`config.mk`:
```
export PLATFORM = sky130hd
export DESIGN_NAME = link_frame_rx
export DESIGN_NICKNAME = d
export VERILOG_FILES = /design/src/rtl/lfr_pkg.sv /design/src/rtl/lfr_sync.sv /design/src/rtl/lfr_slot.sv /design/src/rtl/lfr_frame.sv /design/src/rtl/link_frame_rx.sv
export SDC_FILE = /design/constraint.sdc
export NUM_CORES = 1
export LEC_CHECK = 0
export BUFFER_PORTS_ARGS = -buffer_cell sky130_fd_sc_hd__buf_2
export CAP_MARGIN = 10
export CORE_MARGIN = 3
export CORE_UTILIZATION = 45
export CTS_CLUSTER_SIZE = 20
export DETAILED_ROUTE_END_ITERATION = 7
export GPL_ROUTABILITY_DRIVEN = 0
export HOLD_SLACK_MARGIN = 0.03
export PLACE_DENSITY_LB_ADDON = 0.12
export SLEW_MARGIN = 20
export SYNTH_ARGS = -nofsm -noshare
export SYNTH_HDL_FRONTEND = slang
export SYNTH_SLANG_ARGS = --single-unit
export TNS_END_PERCENT = 50
```
`constraint.sdc`:
```
create_clock -name clk -period 3.54 [get_ports clk]
set_input_delay 0.354 -clock clk [delete_from_list [all_inputs] [get_ports clk]]
set_output_delay 0.354 -clock clk [all_outputs]
set_load 0.005 [all_outputs]
```
`src/rtl/lfr_pkg.sv`:
```
package lfr_pkg;

    typedef enum logic {
        ASM_IDLE    = 1'b0,
        ASM_COLLECT = 1'b1
    } asm_state_e;

    localparam int LFR_DEF_DATA_BITS   = 8;
    localparam int LFR_DEF_SYNC_STAGES = 2;

endpackage

```
`src/rtl/lfr_sync.sv`:
```
module lfr_sync #(
    parameter int STAGES = 2
) (
    input  logic clk,
    input  logic rst,
    input  logic async_in,
    output logic sync_out
);
    logic [STAGES-1:0] chain_d, chain_q;

    always_comb begin
        chain_d = {chain_q[STAGES-2:0], async_in};
    end

    always_ff @(posedge clk) begin
        if (rst) chain_q <= '0;
        else     chain_q <= chain_d;
    end

    assign sync_out = chain_q[STAGES-1];
endmodule

```
`src/rtl/lfr_slot.sv`:
```
module lfr_slot (
    input  logic clk,
    input  logic rst,
    input  logic lclk_s,
    input  logic ldat_s,
    output logic bit_vld,
    output logic bit_val
);
    typedef struct packed {
        logic prev;
        logic sample;
        logic opened;
        logic vld;
        logic val;
    } slot_t;

    slot_t slot_d, slot_q;

    always_comb begin
        slot_d      = slot_q;
        slot_d.vld  = 1'b0;
        slot_d.prev = lclk_s;
        if (lclk_s && !slot_q.prev) begin
            slot_d.sample = ldat_s;
        end
        if (!lclk_s && slot_q.prev) begin
            slot_d.opened = 1'b1;
            if (slot_q.opened) begin
                slot_d.vld = 1'b1;
                slot_d.val = slot_q.sample;
            end
        end
    end

    always_ff @(posedge clk) begin
        if (rst) slot_q <= '0;
        else     slot_q <= slot_d;
    end

    assign bit_vld = slot_q.vld;
    assign bit_val = slot_q.val;
endmodule

```
`src/rtl/lfr_frame.sv`:
```
module lfr_frame
    import lfr_pkg::*;
#(
    parameter int DATA_BITS = 8,
    parameter int BREAK_LEN = DATA_BITS + 3
) (
    input  logic                 clk,
    input  logic                 rst,
    input  logic                 bit_vld,
    input  logic                 bit_val,
    output logic                 byte_valid,
    output logic [DATA_BITS-1:0] byte_data,
    output logic                 parity_err,
    output logic                 stop_err,
    output logic                 brk
);
    localparam int FRAME_BITS = DATA_BITS + 3;
    localparam int CNT_W      = $clog2(FRAME_BITS + 1);
    localparam int ZC_W       = $clog2(BREAK_LEN + 1);

    typedef struct packed {
        asm_state_e              st;
        logic [CNT_W-1:0]        cnt;
        logic [FRAME_BITS-1:0]   sh;
        logic [ZC_W-1:0]         zc;
        logic                    pend;
        logic                    vld;
        logic [DATA_BITS-1:0]    data;
        logic                    pe;
        logic                    se;
        logic                    brk;
    } frm_t;

    frm_t frm_d, frm_q;

    logic [ZC_W-1:0]       zc_next;
    logic [CNT_W-1:0]      cnt_inc;
    logic [FRAME_BITS-1:0] sh_next;
    logic [DATA_BITS-1:0]  fr_data;
    logic                  fr_par;
    logic                  fr_stop;
    logic                  fr_pe;

    always_comb begin
        sh_next = {bit_val, frm_q.sh[FRAME_BITS-1:1]};
        fr_data = sh_next[DATA_BITS:1];
        fr_par  = sh_next[DATA_BITS+1];
        fr_stop = sh_next[DATA_BITS+2];
        fr_pe   = ^{fr_data, fr_par};
        cnt_inc = frm_q.cnt + 1'b1;
        if (bit_val)                           zc_next = '0;
        else if (frm_q.zc == ZC_W'(BREAK_LEN)) zc_next = frm_q.zc;
        else                                   zc_next = frm_q.zc + 1'b1;

        frm_d     = frm_q;
        frm_d.vld = 1'b0;
        frm_d.pe  = 1'b0;
        frm_d.se  = 1'b0;
        frm_d.brk = 1'b0;

        if (bit_vld) begin
            frm_d.zc = zc_next;
            if (frm_q.pend) begin
                if (bit_val) begin
                    frm_d.brk  = 1'b1;
                    frm_d.pend = 1'b0;
                end
                frm_d.st  = ASM_IDLE;
                frm_d.cnt = '0;
            end else if (zc_next == ZC_W'(BREAK_LEN)) begin
                frm_d.pend = 1'b1;
                frm_d.st   = ASM_IDLE;
                frm_d.cnt  = '0;
            end else if (frm_q.st == ASM_COLLECT || !bit_val) begin
                frm_d.sh  = sh_next;
                frm_d.cnt = cnt_inc;
                frm_d.st  = ASM_COLLECT;
                if (cnt_inc == CNT_W'(FRAME_BITS)) begin
                    frm_d.st  = ASM_IDLE;
                    frm_d.cnt = '0;
                    frm_d.pe  = fr_pe;
                    frm_d.se  = !fr_stop;
                    if (!fr_pe && fr_stop) begin
                        frm_d.vld  = 1'b1;
                        frm_d.data = fr_data;
                    end
                end
            end
        end
    end

    always_ff @(posedge clk) begin
        if (rst) frm_q <= '0;
        else     frm_q <= frm_d;
    end

    assign byte_valid = frm_q.vld;
    assign byte_data  = frm_q.data;
    assign parity_err = frm_q.pe;
    assign stop_err   = frm_q.se;
    assign brk        = frm_q.brk;
endmodule

```
`src/rtl/link_frame_rx.sv`:
```
module link_frame_rx
    import lfr_pkg::*;
#(
    parameter int SYNC_STAGES = LFR_DEF_SYNC_STAGES,
    parameter int DATA_BITS   = LFR_DEF_DATA_BITS,
    parameter int BREAK_LEN   = DATA_BITS + 3
) (
    input  logic                 clk,
    input  logic                 rst,
    input  logic                 link_clk,
    input  logic                 link_data,
    output logic                 byte_valid,
    output logic [DATA_BITS-1:0] byte_data,
    output logic                 parity_err,
    output logic                 stop_err,
    output logic                 brk
);
    logic lclk_s, ldat_s, bit_vld, bit_val;

    lfr_sync #(.STAGES(SYNC_STAGES)) clk_sync_i (
        .clk(clk), .rst(rst), .async_in(link_clk), .sync_out(lclk_s)
    );

    lfr_sync #(.STAGES(SYNC_STAGES)) dat_sync_i (
        .clk(clk), .rst(rst), .async_in(link_data), .sync_out(ldat_s)
    );

    lfr_slot slot_i (
        .clk(clk), .rst(rst), .lclk_s(lclk_s), .ldat_s(ldat_s),
        .bit_vld(bit_vld), .bit_val(bit_val)
    );

    lfr_frame #(.DATA_BITS(DATA_BITS), .BREAK_LEN(BREAK_LEN)) frame_i (
        .clk(clk), .rst(rst), .bit_vld(bit_vld), .bit_val(bit_val),
        .byte_valid(byte_valid), .byte_data(byte_data),
        .parity_err(parity_err), .stop_err(stop_err), .brk(brk)
    );
endmodule

```
-- Yosys cells after proc, flatten, opt, wreduce, memory -nomap -nowiden
Index checks and enable logic that the tools add are counted.
- flip-flop bits (word level): 42
- bits in latches: 0
- RAM bits: 0
- ROM bits: 0
- output and inout port bits: 12
- word-level logic and storage cells: 57
- memories: 0
- $add $sub $neg: 2
- $mul: 0
- div/mod/pow operators: 0
- order comparisons: 0
- eq/ne operators: 3
- shift-type cells: 0
- multiplexer cells: 12
- bitwise operators: 6
- reductions and logical operators: 17
- operator list (cell ; count):
    $mux 16 ; 1
    $mux 5 ; 3
    $eq 4x4->1 const B ; 3
    $mux 9 ; 1
    $reduce_xor 9->1 ; 1
    $add 4x1->4 const B ; 2
    $mux 4 ; 2
    $not 1->1 ; 6
    $reduce_and 6->1 ; 1
    $reduce_or 6->1 ; 1
    $logic_not 1->1 ; 4
    $mux 1 ; 4
    $reduce_and 2->1 ; 2
    $reduce_and 4->1 ; 1
    $logic_and 1x1->1 ; 3
    $reduce_bool 3->1 ; 1
    $reduce_or 3->1 ; 1
    $mux 2 ; 1
    $reduce_or 2->1 ; 1
    $logic_or 1x1->1 ; 1

-- Longest topological paths before layout
Gate-level depths: netlist of run 1.
- depth in word-level cells: 6
- gate-level depth with buffers: 8
- mapped depth without buffers: 6

-- Cells and area by module
Synthesis of run 1 repeated with hierarchy kept, for this count alone.
- cell total of the unflattened synthesis: 202
- area total of the unflattened synthesis: 1860.5 um^2
- modules (own cells, without submodules) (module ; instances ; cells an instance ; area an instance (um^2) ; sequential area each (um^2)):
    lfr_frame ; 1 ; 178 ; 1584.0 ; 620.6
    lfr_slot ; 1 ; 16 ; 171.4 ; 100.1
    lfr_sync ; 2 ; 4 ; 52.6 ; 40.0

-- Least setup slack after synthesis of run 1
OpenSTA, ideal clock, no wires.
- path kind: reg2reg
- start point: register frame_i.frm_q[13] (netlist bit)
- end point: register frame_i.frm_q[32] (netlist bit)
- library setup time: 117 ps
- arrival: 1879 ps
- required time: 3423 ps
- path slack: 1545 ps
- cell stages (with the launch flop): 9
- path buffers: 2
- clock period less this slack: 1995 ps
- cells stage by stage: dfxtp_1 > ha_1 > nand3b_4 > mux2i_1 > or4b_1 > buf_2 > buf_6 > a32oi_1 > nor2_1
- word-level cells in the longest chain between the ends: 6
- elaborated cells on any way between the ends: 9
- those cells by class: add/sub (1); eq/ne (2); mux (4); reduce/logical (2)
- ends and longest elaborated chain (element ; RTL line ; source):
    start, declared ; lfr_frame.sv:34 ; frm_t frm_d, frm_q;
    start signal, assigned ; lfr_frame.sv:94 ; else frm_q <= frm_d;
    $add 4x1->4 or $eq 4x4->1 (tied branches) ; lfr_frame.sv:53, lfr_frame.sv:52 ;
    $mux 4 (*) ; lfr_frame.sv:52 ; else if (frm_q.zc == ZC_W'(BREAK_LEN)) zc_next = frm_q.zc;
    $mux 4 (*) ; lfr_frame.sv:51 ; if (bit_val) zc_next = '0;
    $eq 4x4->1 (*) ; lfr_frame.sv:70 ; end else if (zc_next == ZC_W'(BREAK_LEN)) begin
    $reduce_bool 3->1 (no source line) or $mux 5 (tied branches) ; -- ;
    $reduce_and 2->1 (no source line) or $mux 5 (tied branches) ; -- ;
Every way passes the cells marked *; elsewhere a longest branch is shown, timed or not.
A chain may end at the register's enable or synchronous reset.

-- Worst setup path after layout of run 1
- start point: register frame_i.frm_q, in the netlist frame_i.fr_data[6]
- end point: register frame_i.frm_q, in the netlist frame_i.byte_data[5]
- word-level cells in the longest chain between the ends: 4
- ends and longest elaborated chain (element ; RTL line ; source):
    $reduce_xor 9->1 ; lfr_frame.sv:49 ; fr_pe = ^{fr_data, fr_par};
    $logic_not 1->1 ; lfr_frame.sv:83 ; if (!fr_pe && fr_stop) begin
    $logic_and 1x1->1 ; lfr_frame.sv:83 ;
    $reduce_and 6->1 (no source line) ; -- ;
Every way passes these cells.

==> impl_metrics.yaml, run 1 <==
clocking:
  clock_path_buffers: 2
  clk_pin_slew_ps: 80
  cts-buffers-inserted: 5
  htreeDepth: 2
  ctsResizeCount: 0
  cts_num_sinks: 40
  cts_root_buf: "clkbuf_8"
  cts_tree: "built"
  postCtsHoldBufs: 0
  postCtsSetupBuffers: 0
  worst_skew_pair.late_latency_ps: 280
logic_synthesis:
  syn_nets: 209
  synthFlopType: "dfxtp_1"
  ys_async_sr_fraction: 0
  syn-cell-area_um2: 1877
  syn_area_per_cell_um2: 9.291
  yosys-top-cells-area: "dfxtp_1 43%, mux2i_1 5.9%, a21oi_1 5.1%, nand2b_1 5.0%, buf_4 3.2%"
  ys_warn_count: 0
  synth_top_area_share: 0.4267
  syn_inst: 202
  synth_edf_count: 0
  ys_ff_latch: 40
  synth_top_area_cell: "dfxtp_1"
  synth.distinct_cells: 43
  synth_seq_area_share: 0.4267
floorplanning:
  die_w_um: 70.58
  io-pin-count: 16
  initial_utilization: 0.4905
  core_area_um2: 3826
  die_y_um: 70.58
  placementRows: 22
  dieArea_um2: 4982
detailed_routing:
  vias: 1317
  wire_per_inst_um: 12.71
  vias_per_cell: 5.145
  final_antenna_net_count: 0
  wl_met3_um: 128
  drt-initial-drc-count: 117
  dr_wl_met2_mm: 1.486
  m1WireLength_mm: 1.615
  routed_wl_mm: 3.254
  drc: 0
  routed.top_layer: "met4"
  drt_pre_antenna_iters: 4
global_routing:
  overflow: 0
  grt_pass1_vias: 1224
  grtUsageTotal: 0.1368
  grt_first_pass_wirelength_mm: 5.616
  grt_start_max_net_pins: 49
  antenna_found_initial: 0
layout:
  fin_cells: 256
  fillers: 348
  multi_input_area_um2: 908.4
  layout-drive-gt1-share: 0.1587
  layout.nets: 214
  syn2layout_area_growth_pct: 9.333
  final_cell_mix: "40 x dfxtp_1, 19 x a21oi_1, 15 x nand2b_1, 15 x buf_2, 12 x nor2_1"
  diodes: 0
  final_util: 0.5363
  regArea_um2: 800.8
  final_common_cell: "dfxtp_1"
  finalInstanceArea_um2: 2052
timing:
  min_period_ps: 2489
  period_share: 0.7030
  slew_viol_final: 0
  clock_skew_ps: 4.970
  fin_setup_tns_ps: 0
  rsz0062_at_grt: "false"
  setup_viol: 0
  clock.fmax_mhz: 401.8
  relSlewSlack: 0.2739
  tightest_slew_ps: 1086
  hold_violations: 0
critical_path:
  path_class: "register to register"
  start_kind: "register"
  worstPathArrival_ps: 2700
  crit_fanout: 8
  end_kind: "register"
  worst-endpoint-required_ps: 3750
status:
  status: "complete, no violations"
placed_design:
  portBuffers: 15
  dp_cells: 248
  dp_hpwl_mm: 2.188
  dpl_cell_area_um2: 1893
min_path:
  hold_path.class: "input port to register"
pwr:
  power_uw: 981.2
  p_per_area_nw_per_um2: 478.2
  vdd_ir_drop_max_v: 0.0001817
  leakage_uw: 0.0008135
flow_run:
  maxCapViolations: 0
## logic make-up after synthesis
logic type | share of synthesized area
xor+xnor | 0.04933
mux | 0.05867
fa+ha+maj | 0.02000
simple gates | 0.2453
compound gates | 0.1107
buf+inv | 0.08933
flops | 0.4267
## critical path, cell delays in order (launching register included)
cell and delay [ps]:
dfxtp_1 380, xor2_1 160, xnor3_1 430, xnor2_1 250, nor4b_2 920, mux2i_1 270
## layout make-up
cell class	instances	area share
flip-flops and latches	40	0.3902
clock inverters	3	0.04390
clock buffers	5	0.03354
inverters	5	0.009146
well taps	48	0.02927
multi-input cells	136	0.4427
repair buffers	19	0.05122
## Yosys cell counts (2+ instances only)
cell type	instances
mux2i_1	11
nor2b_1	8
clkbuf_8	2
and4bb_2	2
nand2b_1	15
nor4_1	3
clkbuf_1	5
buf_4	8
buf_2	3
nor2_1	12
nor3_1	4
a21oi_1	19
dfxtp_1	40
xnor2_1	5
nand2_1	9
inv_1	5
nand3_1	10
o21ai_0	11
ha_1	3
xor2_1	3
buf_6	2
## per-stage QoR
stage	setup slack, ps	hold WS, ps
final	1051	285.9
after global routing	828.0	290.2
after CTS	1007	277.1
after detailed placement	1039	428.1
after global placement	1146	423.7
after floorplan	1545	413.8
## path summary, 6_finish.rpt
check | to | cells after the start | slack, ps | from
max reg2reg | frame_i.byte_data[5]$_SDFFE_PP0P_ | 5 | 1050 | frame_i.fr_data[6]$_SDFFE_PP0P_
min | clk_sync_i.chain_q[0]$_SDFF_PP0_ | 2 | 290 | link_clk
max | frame_i.byte_data[5]$_SDFFE_PP0P_ | 5 | 1050 | frame_i.fr_data[6]$_SDFFE_PP0P_
min reg2reg | dat_sync_i.chain_q[1]$_SDFF_PP0_ | 1 | 450 | dat_sync_i.chain_q[0]$_SDFF_PP0_
## power breakdown
part	internal, uW	leakage [uW]	switching, uW
combinational	9.21	0.000412	11.0
sequential	454	0.000323	2.98
clock	353	0.0000784	152
total	815	0.000814	166
## layer usage
| metal | GRT usage | vias to the layer above |
|---|---|---|
| met4 | 0.05010 | 0 |
| li1 | - | 694 |
| met5 | 0 | - |
| met1 | 0.1853 | 600 |
| met2 | 0.2141 | 21 |
| met3 | 0.03125 | 2 |
## sequential cells by signal, indices dropped and copies added (netlist names)
signal / flops
clk_sync_i.chain_q: 2
dat_sync_i.chain_q: 2
frame_i.brk: 1
frame_i.byte_data: 8
frame_i.byte_valid: 1
frame_i.fr_data: 8
frame_i.fr_par: 1
frame_i.frm_q: 10
frame_i.parity_err: 1
frame_i.stop_err: 1
slot_i.bit_val: 1
slot_i.bit_vld: 1
slot_i.slot_q: 3
No activity file was read; power rests on OpenSTA's default activity.
==> run 2: changes to the inputs <==
==> constraint.sdc (replaced) <==
create_clock -name clk -period 2.47 [get_ports clk]
set_input_delay 0.247 -clock clk [delete_from_list [all_inputs] [get_ports clk]]
set_output_delay 0.247 -clock clk [all_outputs]
set_load 0.005 [all_outputs]
==> run 2 against run 1 <==
Effect of this change:
- global-route usage is 0.59 points higher
- critical path depth is 1 higher
- sequential share of layout area is 0.78 points higher
- clock skew is 3.4 ps higher
- sequential cell count stayed put
- die area stayed put
- critical path type unchanged
==> impl_metrics.yaml, run 2 (synthesis gave the netlist of run 1 again) <==
floorplanning:
  placementRows: 22
  core_area_um2: 3826
  io-pin-count: 16
  die_w_um: 70.58
  initial_utilization: 0.4905
  dieArea_um2: 4982
  die_y_um: 70.58
detailed_routing:
  dr_wl_met2_mm: 1.546
  drt_pre_antenna_iters: 4
  drt-initial-drc-count: 83
  routed.top_layer: "met4"
  drc: 0
  vias: 1361
  vias_per_cell: 5.296
  wl_met3_um: 130
  routed_wl_mm: 3.401
  m1WireLength_mm: 1.676
  wire_per_inst_um: 13.23
  final_antenna_net_count: 0
timing:
  clock.fmax_mhz: 444.4
  period_share: 0.9111
  setup_viol: 0
  worst_slack_ps: 219.6
  slew_viol_final: 0
  clock_skew_ps: 8.331
  tightest_slew_ps: 757.3
  hold_violations: 0
  fin_setup_tns_ps: 0
  relSlewSlack: 0.4952
  rsz0062_at_grt: "false"
  min_period_ps: 2250
layout:
  layout-drive-gt1-share: 0.1627
  syn2layout_area_growth_pct: 7.200
  regArea_um2: 800.8
  final_cell_mix: "40 x dfxtp_1, 19 x a21oi_1, 15 x nand2b_1, 15 x buf_2, 12 x nor2_1"
  diodes: 0
  regMostFlops: "frame_i.frm_q"
  fillers: 356
  multi_input_area_um2: 908.4
  largest_reg_flops: 10
  final_common_cell: "dfxtp_1"
  layout.nets: 215
min_path:
  hold_path.class: "input port to register"
status:
  status: "complete, no violations"
pwr:
  leakage_uw: 0.0007948
  vdd_ir_drop_max_v: 0.0002811
  p_per_area_nw_per_um2: 601.0
global_routing:
  grtUsageTotal: 0.1427
  overflow: 0
  grt_pass1_vias: 1232
  grt_first_pass_wirelength_mm: 5.837
  grt_start_max_net_pins: 49
  antenna_found_initial: 0
clocking:
  ctsResizeCount: 0
  cts-buffers-inserted: 5
  clock_path_buffers: 2
  worst_skew_pair.late_latency_ps: 290
  htreeDepth: 2
  postCtsHoldBufs: 0
  postCtsSetupBuffers: 0
  cts_num_sinks: 40
  cts_root_buf: "clkbuf_8"
  clk_pin_slew_ps: 80
  cts_tree: "built"
critical_path:
  start_kind: "register"
  crit_fanout: 14
  cpMaxStageDelayCell: "or4b_1"
  worst-endpoint-required_ps: 2620
  path_class: "register to register"
  end_kind: "register"
  cp_cell_sequence: "ha_1, nand3b_4, mux2i_1, or4b_1, a31oi_1, nor3_1"
  slowest_delay_ps: 750
  worstPathArrival_ps: 2400
flow_run:
  maxCapViolations: 0
placed_design:
  dp_hpwl_mm: 2.293
  dp_slack_ps: 205.4
  portBuffers: 15
==> run 2: cell count changes in the layout (fill, tap and decap cells not counted), sizes merged <==
cell      delta
buf          +1
bufinv       -2
clkinv       +1
clkinvlp     +1
==> run 2: stage by stage <==
step,utilization,total power (uW),area [um2],cells,hold slack [ps]
floorplan,-,695.6,1877,202,375.2
global placement,0.4967,697.3,1901,249,422.5
detailed placement,0.4967,698.5,1901,249,433.3
CTS,0.5258,1223,2012,257,157.3
global route,0.5258,1250,2012,257,186.3
finish,0.5258,1209,2012,257,162.3
==> run 2: power by group <==
| part | internal [uW] | switching (uW) |
|---|---|---|
| clock network | 299 | 227 |
| registers | 650 | 4.45 |
| logic | 13.2 | 15.9 |
==> run 2: critical path, delay by kind of cell, from the launching register on <==
family / cells / cell delay, ps
AOI/OAI and AO/OA: 1 / 250
adders and majority gates: 1 / 320
DFF: 1 / 450
muxes: 1 / 170
and+or+nand+nor: 3 / 920
==> run 2: routing by layer <==
layer | up-vias | track usage
li1 | 697 | -
met1 | 642 | 0.1968
met2 | 16 | 0.2173
met3 | 6 | 0.04119
met4 | 0 | 0.04384
met5 | - | 0
==> run 2: area by class of cell <==
cell class                 instances  share of cell area
multi-input combinational        136              0.4515
sequential                        40              0.3980
timing repair buffer              20             0.05597
clock buffer                       5             0.03420
tap                               48             0.02985
clock inverter                     3             0.02114
inverter                           5            0.009328
==> run 2: final timing paths <==
| path | from | endpoint | slack, ps | cells past startpoint |
|---|---|---|---|---|
| min | link_data | dat_sync_i.chain_q[0]$_SDFF_PP0_ | 160 | 2 |
| min reg2reg | dat_sync_i.chain_q[0]$_SDFF_PP0_ | dat_sync_i.chain_q[1]$_SDFF_PP0_ | 450 | 1 |
| max reg2reg | frame_i.frm_q[13]$_SDFFE_PP0P_ | frame_i.frm_q[30]$_SDFFE_PP0P_ | 220 | 6 |
| max | frame_i.frm_q[13]$_SDFFE_PP0P_ | frame_i.frm_q[30]$_SDFFE_PP0P_ | 220 | 6 |
==> run 3: changes to the inputs <==
--- a/config.mk
+++ b/config.mk
@@ -5,6 +5,7 @@
 export SDC_FILE = /design/constraint.sdc
 export NUM_CORES = 1
 export LEC_CHECK = 0
+export ABC_AREA = 1
 export BUFFER_PORTS_ARGS = -buffer_cell sky130_fd_sc_hd__buf_2
 export CAP_MARGIN = 10
 export CORE_MARGIN = 3
==> run 3 against run 2 <==
Effect of this change:
- final cell count up 18%
- maximum frequency grew 10%
- critical path depth rose by 4
- sequential power down 0.6%
- cell area fell by 2.8%
- worst setup slack gained 210 ps
- die area is 4.2% lower
- utilization down 0.34 points
- sequential share of layout area is 1.1 points higher
==> impl_metrics.yaml, run 3 <==
status:
  status: "complete, no violations"
global_routing:
  grt_start_max_net_pins: 24
  grt_first_pass_wirelength_mm: 5.699
  grt_pass1_vias: 1324
  grtUsageTotal: 0.1471
  overflow: 0
  antenna_found_initial: 0
logic_synthesis:
  syn_area_per_cell_um2: 7.249
  syn_inst: 247
  synth_fa_ha_area_frac: 0.02096
  synth_seq_area_share: 0.4472
  synth.distinct_cells: 24
  synthFlopType: "dfxtp_1"
  synth_common_cells: "40 x dfxtp_1, 40 x nand2_1, 34 x nor2_1, 30 x inv_1, 23 x a21oi_1"
  synth_top_family_by_area: "simple AND/OR/NAND/NOR gates"
  yosys-top-cells-area: "dfxtp_1 45%, nand2_1 8.4%, nor2_1 7.1%, a21oi_1 6.4%, inv_1 6.3%"
  ys_ff_latch: 40
  ys_warn_count: 0
  synth_mux_area_frac: 0
  synth-compound-area-share: 0.1104
  synth_top_area_cell: "dfxtp_1"
  synth_top_area_share: 0.4472
  synth-simple-area-share: 0.2704
  synth-xor-area-share: 0.01957
  syn-cell-area_um2: 1790
  syn_nets: 254
  synth_edf_count: 0
  ys_async_sr_fraction: 0
critical_path:
  cp_cell_sequence: "ha_1, nand3_2, nand2_2, nor2_2, nor2_1, nand2_2, nand3_2, nor2_2, nor2_1, nor2_1"
  worstPathArrival_ps: 2280
  start_kind: "register"
  path_class: "register to register"
  critPathTopFamily: "simple AND/OR/NAND/NOR gates"
  slowest_delay_ps: 400
  crit_buf_inv: 0
  cpMaxStageDelayCell: "nor2_2"
  worst-endpoint-required_ps: 2700
  timing.critical_path.mode_cell: "nor2_1"
  end_kind: "register"
  crit_fanout: 20
timing:
  setup_viol: 0
  period_share: 0.8266
  hold_violations: 0
  clock.fmax_mhz: 489.8
  hold_slack_ps: 157.4
  rsz0062_at_grt: "false"
  tightest_slew_ps: 591.9
  clock_skew_ps: 6.152
  fin_setup_tns_ps: 0
  min_period_ps: 2042
  relSlewSlack: 0.6050
  slew_viol_final: 0
clocking:
  cts_tree: "built"
  clk_pin_slew_ps: 80
  worst_skew_pair.late_latency_ps: 290
  postCtsSetupBuffers: 0
  postCtsHoldBufs: 0
  htreeDepth: 2
  cts_root_buf: "clkbuf_8"
  cts_num_sinks: 40
  ctsResizeCount: 0
  clock_path_buffers: 2
  cts-buffers-inserted: 5
detailed_routing:
  vias_per_cell: 4.733
  drt-initial-drc-count: 80
  drt_pre_antenna_iters: 4
  wire_per_inst_um: 10.32
  drc: 0
  vias: 1434
  final_antenna_net_count: 0
  routed_wl_mm: 3.128
floorplanning:
  die_y_um: 69.08
  dieArea_um2: 4771
  initial_utilization: 0.4783
  io-pin-count: 16
  die_w_um: 69.08
  placementRows: 22
  core_area_um2: 3744
layout:
  regMostFlops: "frame_i.frm_q"
  syn2layout_area_growth_pct: 9.225
  largest_reg_flops: 10
  fin_cells: 303
  finalInstanceArea_um2: 1956
  fillers: 393
  layout.nets: 261
  final_util: 0.5224
  final_cell_mix: "40 x nand2_1, 40 x dfxtp_1, 34 x nor2_1"
  layout-drive-gt1-share: 0.1490
  diodes: 0
placed_design:
  dp_hpwl_mm: 2.283
  dpl_cell_area_um2: 1829
  portBuffers: 15
  dp_cells: 295
pwr:
  vdd_ir_drop_max_v: 0.0004311
  p_per_area_nw_per_um2: 640.4
  leakage_uw: 0.0008546
flow_run:
  maxCapViolations: 0
min_path:
  hold_path.class: "input port to register"
-- run 3: changes by cell type after synthesis, moves of 8 or more --
cell / previous run / this run
inv_1: 5 / 30
mux2i_1: 11 / 0
nand2_1: 9 / 40
nand2b_1: 15 / 0
nand3_1: 10 / 18
nor2_1: 12 / 34
nor2b_1: 8 / 0
-- run 3: cells by family after synthesis --
kind of cell | count (synthesis)
adder cells (fa/ha/maj) | 3
XOR/XNOR | 4
flip-flops | 40
buffers and inverters | 52
AND/OR/NAND/NOR | 109
AO/OA/AOI/OAI | 39
-- run 3: power by group --
part / leakage [uW] / internal [uW] / switching, uW
Clock: 0.0000645 / 356 / 219
Sequential: 0.000323 / 649 / 2.12
Combinational: 0.000467 / 8.05 / 17.9
Total: 0.000855 / 1010 / 239
-- run 3: path summary, 6_finish.rpt --
kind | cells past startpoint | end | start | slack [ps]
setup / recovery | 10 | frame_i.byte_data[2]$_SDFFE_PP0P_ | frame_i.frm_q[13]$_SDFFE_PP0P_ | 430
hold / removal | 3 | clk_sync_i.chain_q[0]$_SDFF_PP0_ | link_clk | 160
setup reg to reg | 10 | frame_i.byte_data[2]$_SDFFE_PP0P_ | frame_i.frm_q[13]$_SDFFE_PP0P_ | 430
hold reg to reg | 2 | clk_sync_i.chain_q[1]$_SDFF_PP0_ | clk_sync_i.chain_q[0]$_SDFF_PP0_ | 400
-- run 3: final cells by class --
type	count	area (um2)	area share
Clock buffer	7	96.34	0.04926
Clock inverter	1	30.03	0.01536
Inverter	37	138.9	0.07102
Multi-Input combinational cell	155	754.5	0.3858
Sequential cell	40	800.8	0.4095
Tap cell	48	60.06	0.03071
Timing Repair Buffer	15	75.07	0.03839
-- run 3: worst reg2reg max path, delay by kind of cell (launching register included) --
kind,cells,cell delay (ps)
flip-flops,1,360
AND/OR/NAND/NOR,9,1370
adder cells (fa/ha/maj),1,270
-- run 3: metrics by stage --
stage	total power, uW	worst slack [ps]
floorplan	686.5	826.4
CTS	1273	411.7
detailed placement	693.1	438.9
global placement	692.5	498.1
finish	1252	428.4
global route	1307	216.0
-- run 3: routing by layer --
| metal | GRT usage | vias up | share of wire |
|---|---|---|---|
| li1 | - | 787 | - |
| met1 | 0.1912 | 620 | 0.53 |
| met2 | 0.2193 | 21 | 0.41 |
| met3 | 0.05539 | 6 | 0.046 |
| met4 | 0.05857 | 0 | 0.019 |
| met5 | 0 | - | 0 |
